### config.mk
export PLATFORM = sky130hd
export DESIGN_NAME = s2p_conv
export DESIGN_NICKNAME = d
export VERILOG_FILES = /design/src/rtl/s2p_pkg.sv /design/src/rtl/s2p_shifter.sv /design/src/rtl/s2p_pacer.sv /design/src/rtl/s2p_holdreg.sv /design/src/rtl/s2p_conv.sv
export SDC_FILE = /design/constraint.sdc
export NUM_CORES = 1
export LEC_CHECK = 0
export ABC_AREA = 1
export BUFFER_PORTS_ARGS = -buffer_cell sky130_fd_sc_hd__buf_4
export CAP_MARGIN = 15
export CELL_PAD_IN_SITES_DETAIL_PLACEMENT = 0
export CELL_PAD_IN_SITES_GLOBAL_PLACEMENT = 1
export CORE_ASPECT_RATIO = 1.25
export CORE_MARGIN = 1.5
export CORE_UTILIZATION = 33
export DETAILED_ROUTE_END_ITERATION = 8
export PLACE_DENSITY = 0.74
export RECOVER_POWER = 50
export SYNTH_ARGS = -nofsm -noshare
export SYNTH_HDL_FRONTEND = slang
export SYNTH_SLANG_ARGS = --single-unit
### constraint.sdc
create_clock -name clk_i -period 2.05 [get_ports clk_i]
set_clock_uncertainty 0.05 [all_clocks]
set_input_delay 0.41 -clock clk_i [delete_from_list [all_inputs] [get_ports clk_i]]
set_output_delay 0.41 -clock clk_i [all_outputs]
set_load 0.05 [all_outputs]
### src/rtl/s2p_pkg.sv
package s2p_pkg;
    // Default word width (bits gathered per parallel word)
    localparam int DEF_WORD_W = 8;

    // Width of a counter able to index positions 0..w-1
    function automatic int cnt_width(input int w);
        return (w > 2) ? $clog2(w) : 1;
    endfunction
endpackage

### src/rtl/s2p_shifter.sv
module s2p_shifter #(
    parameter int W = s2p_pkg::DEF_WORD_W
) (
    input  logic         clk_i,
    input  logic         rst_i,
    input  logic         bit_i,
    output logic [W-1:0] next_o
);
    typedef struct packed {
        logic [W-1:0] sr;
    } shf_t;

    shf_t st_d, st_q;

    always_comb begin
        st_d    = st_q;
        // newest sample enters bit 0, older bits move toward the MSB
        st_d.sr = {st_q.sr[W-2:0], bit_i};
        if (rst_i) begin
            st_d = '0;
        end
    end

    always_ff @(posedge clk_i) begin
        st_q <= st_d;
    end

    // Content the register takes at this edge (includes the current bit)
    assign next_o = st_d.sr;
endmodule

### src/rtl/s2p_pacer.sv
module s2p_pacer #(
    parameter int W = s2p_pkg::DEF_WORD_W
) (
    input  logic clk_i,
    input  logic rst_i,
    output logic load_o,
    output logic wclk_o
);
    localparam int            CW      = s2p_pkg::cnt_width(W);
    localparam logic [CW-1:0] LAST    = CW'(W - 1);
    localparam logic [CW-1:0] HALF_M1 = CW'(W / 2 - 1);

    typedef struct packed {
        logic [CW-1:0] cnt;
        logic          wclk;
    } pace_t;

    pace_t st_d, st_q;
    logic  wrap;

    assign wrap = (st_q.cnt == LAST);

    always_comb begin
        st_d = st_q;
        if (wrap) begin
            st_d.cnt  = '0;
            st_d.wclk = 1'b1;
        end else begin
            st_d.cnt = st_q.cnt + 1'b1;
            if (st_q.cnt == HALF_M1) begin
                st_d.wclk = 1'b0;
            end
        end
        if (rst_i) begin
            st_d = '0;
        end
    end

    always_ff @(posedge clk_i) begin
        st_q <= st_d;
    end

    assign load_o = wrap;
    assign wclk_o = st_q.wclk;
endmodule

### src/rtl/s2p_holdreg.sv
module s2p_holdreg #(
    parameter int W = s2p_pkg::DEF_WORD_W
) (
    input  logic         clk_i,
    input  logic         rst_i,
    input  logic         load_i,
    input  logic [W-1:0] word_i,
    output logic [W-1:0] word_o
);
    typedef struct packed {
        logic [W-1:0] word;
    } hold_t;

    hold_t st_d, st_q;

    always_comb begin
        st_d = st_q;
        if (load_i) begin
            st_d.word = word_i;
        end
        if (rst_i) begin
            st_d = '0;
        end
    end

    always_ff @(posedge clk_i) begin
        st_q <= st_d;
    end

    assign word_o = st_q.word;
endmodule

### src/rtl/s2p_conv.sv
module s2p_conv #(
    parameter int WORD_W = s2p_pkg::DEF_WORD_W
) (
    input  logic              clk_i,
    input  logic              rst_i,
    input  logic              sdin_i,
    output logic [WORD_W-1:0] word_o,
    output logic              wclk_o
);
    logic [WORD_W-1:0] shift_next_w;
    logic              load_w;

    s2p_shifter #(.W(WORD_W)) u_shift (
        .clk_i  (clk_i),
        .rst_i  (rst_i),
        .bit_i  (sdin_i),
        .next_o (shift_next_w)
    );

    s2p_pacer #(.W(WORD_W)) u_pace (
        .clk_i  (clk_i),
        .rst_i  (rst_i),
        .load_o (load_w),
        .wclk_o (wclk_o)
    );

    s2p_holdreg #(.W(WORD_W)) u_hold (
        .clk_i  (clk_i),
        .rst_i  (rst_i),
        .load_i (load_w),
        .word_i (shift_next_w),
        .word_o (word_o)
    );
endmodule

==> flow_summary.yaml <==
clock_tree:
  cts.sinks: 19
  path_clk_slew_ps: 100
  post_cts_buffers: 0
  cts_buffers: 3
  h-tree-depth: 1
  post_cts_resized: 0
  cts_buffer_depth: 2
  cts_tree: "done"
  clock-root-buffer: "clkbuf_4"
  postCtsHoldBufs: 0
  clk_latency_ps: 290
synth:
  yosysTopAreaCell: "dfxtp_1"
  synth-seq-area-share: 0.600
  avgSynthCellArea_sq_um: 8.57
  synthCells: 74
  synth_fp_nets: 80
  syn_area_sq_um: 634
  synth.area.top_cells: "dfxtp_1, nor2_1, o21ai_0"
  synth.top_cell.area_share: 0.600
  ys_seq_elements: 19
  yosysUniqueCellTypes: 10
  ys_warn_count: 0
worst_setup_path:
  regToRegStartpoint: "u_pace.st_q[1]"
  max_stage_delay_ps: 470
  startpoint_type: "flip-flop"
  worst-path-stages: 1
  ff2ff_setup_slack_ps: 680
  crit_family: "buffers and inverters"
  required_ps: 1590
  critPathBufInv: 1
  crit_fanout: 2
  arrival_ps: 1100
  crit_slowest_cell: "clkbuf_1"
  r2r-end: "u_hold.word_o[5]"
  r2r_cells: 5
  crit_chain: "clkbuf_1"
  end_kind: "primary output"
  crit_type: "flip-flop to primary output"
layout:
  mostFrequentLayoutCell: "nor2_1"
  post-route-util: 0.413
  syn2layout_area_growth_pct: 16.4
  drive_gt1_frac: 0.136
  final_cell_mix: "nor2_1, dfxtp_1, inv_1, o21ai_0, buf_4"
  antenna_cells: 0
  finalNetCount: 95
min_path:
  hp-class: "input pin to flip-flop"
  hold_end: "u_shift.st_q[0]"
  hold_start: "sdin_i"
  holdPathStages: 3
global_route:
  grt_overflow: 0
  groute.usage.overall: 0.110
  antenna_found_initial: 0
  grt_max_degree: 11
  grt_pass1_wl_um: 1730
  grt_pass1_vias: 426
floorplan:
  die-height_um: 52.0
  initial_core_util: 0.355
  num_io_pins: 12
  rows: 17
  die-area_sq_um: 2200
  coreArea_sq_um: 1790
  die_width_um: 42.2
run_status:
  status: "complete, no violations"
drt:
  num_vias: 463
  vias_per_cell: 4.33
  wirelength_um: 1030
  ant_nets: 0
  drc: 0
  wl_per_cell_um: 9.63
  firstDrtPassIters: 4
  drtIter0Drc: 4
placement:
  portBuffers: 11
  gp_congestion: 0.770
  hpwl_um: 735
sta:
  finalMaxSlewViolations: 0
  setup_violations: 0
  setup_tns_ps: 0
  min_period_over_period: 0.761
  hold_viol_final: 0
  rsz0062_at_grt: "no"
  slew_headroom: 0.609
  period_needed_ps: 1560
  tightest_slew_ps: 590
  fmax_ghz: 0.641
power_and_ir_drop:
  leakagePower_uw: 0.000363
  powerDensity_nw_per_um2: 816
  vdd_drop_max_mv: 0.522
flow_run:
  cap_violations: 0
[report_power, final]
part / switching (uW) / internal (uW) / total [uW]
logic: 23.8 / 11.8 / 35.6
registers: 4.89 / 379 / 384
clock network: 106 / 75.9 / 182
[through the flow]
| step | instance area [sq um] | worst slack, ps | cells | total power (uW) | hold slack [ps] |
|---|---|---|---|---|---|
| floorplan | 634 | 891 | 74 | 421 | 347 |
| global placement | 729 | 747 | 103 | 430 | 355 |
| detailed placement | 729 | 710 | 103 | 431 | 366 |
| CTS | 756 | 670 | 107 | 615 | 272 |
| global route | 738 | 443 | 107 | 637 | 275 |
| finish | 738 | 489 | 107 | 602 | 277 |
[tightest hold or removal path: cells and delay by family]
kind,cells,cell delay (ps)
buf+inv,2,120
simple gates,1,70
[cell families (layout without fill, tap and decap cells)]
logic type,count (synthesis),in the layout,share of synthesized area
AO/OA/AOI/OAI,8,8,0.0631
buffers and inverters,13,27,0.0907
AND/OR/NAND/NOR,31,31,0.187
flip-flops,19,19,0.600
adder cells (fa/ha/maj),3,3,0.0592
[area by class of cell]
class | count | area (sq um)
sequential | 19 | 380
multi-input combinational | 42 | 194
clock buffer | 4 | 26.3
tap | 19 | 23.8
fill | 190 | 1050
inverter | 12 | 46.3
timing repair buffer | 11 | 67.6
[worst max-delay path by stage]
| stage | start | slack (ps) | endpoint |
|---|---|---|---|
| 4_1_cts | u_pace.st_q[1] | 670 | u_hold.word_o[5] |
| 6_report | u_hold.word_o[1] | 490 | word_o[1] |
| 3_5_place_dp | u_pace.st_q[1] | 710 | u_hold.word_o[5] |
| 2_1_floorplan | u_pace.st_q[1] | 890 | u_hold.word_o[0] |
| 5_1_grt | u_hold.word_o[3] | 440 | word_o[3] |
| 3_3_place_gp | u_pace.st_q[1] | 750 | u_hold.word_o[7] |
[per-layer routing]
| layer | global-route usage | up-vias | routed length (um) |
|---|---|---|---|
| met3 | 0.0313 | 5 | 43 |
| met1 | 0.122 | 199 | 489 |
| li1 | - | 249 | - |
| met5 | 0 | - | 0 |
| met4 | 0.0938 | 0 | 44 |
| met2 | 0.172 | 10 | 453 |
[registers in the layout, indices dropped and copies added, names as in the netlist]
signal,flops
u_shift.st_q,7
u_pace.wclk_o,1
u_hold.word_o,8
u_pace.st_q,3
[Yosys cell counts]
| library cell | count |
|---|---|
| nand2_2 | 1 |
| o21ai_0 | 8 |
| inv_1 | 10 |
| nand2_1 | 2 |
| nor2_1 | 28 |
| buf_6 | 1 |
| clkinv_2 | 1 |
| dfxtp_1 | 19 |
| ha_1 | 3 |
| inv_2 | 1 |
Power figures use the tool's default switching activity.
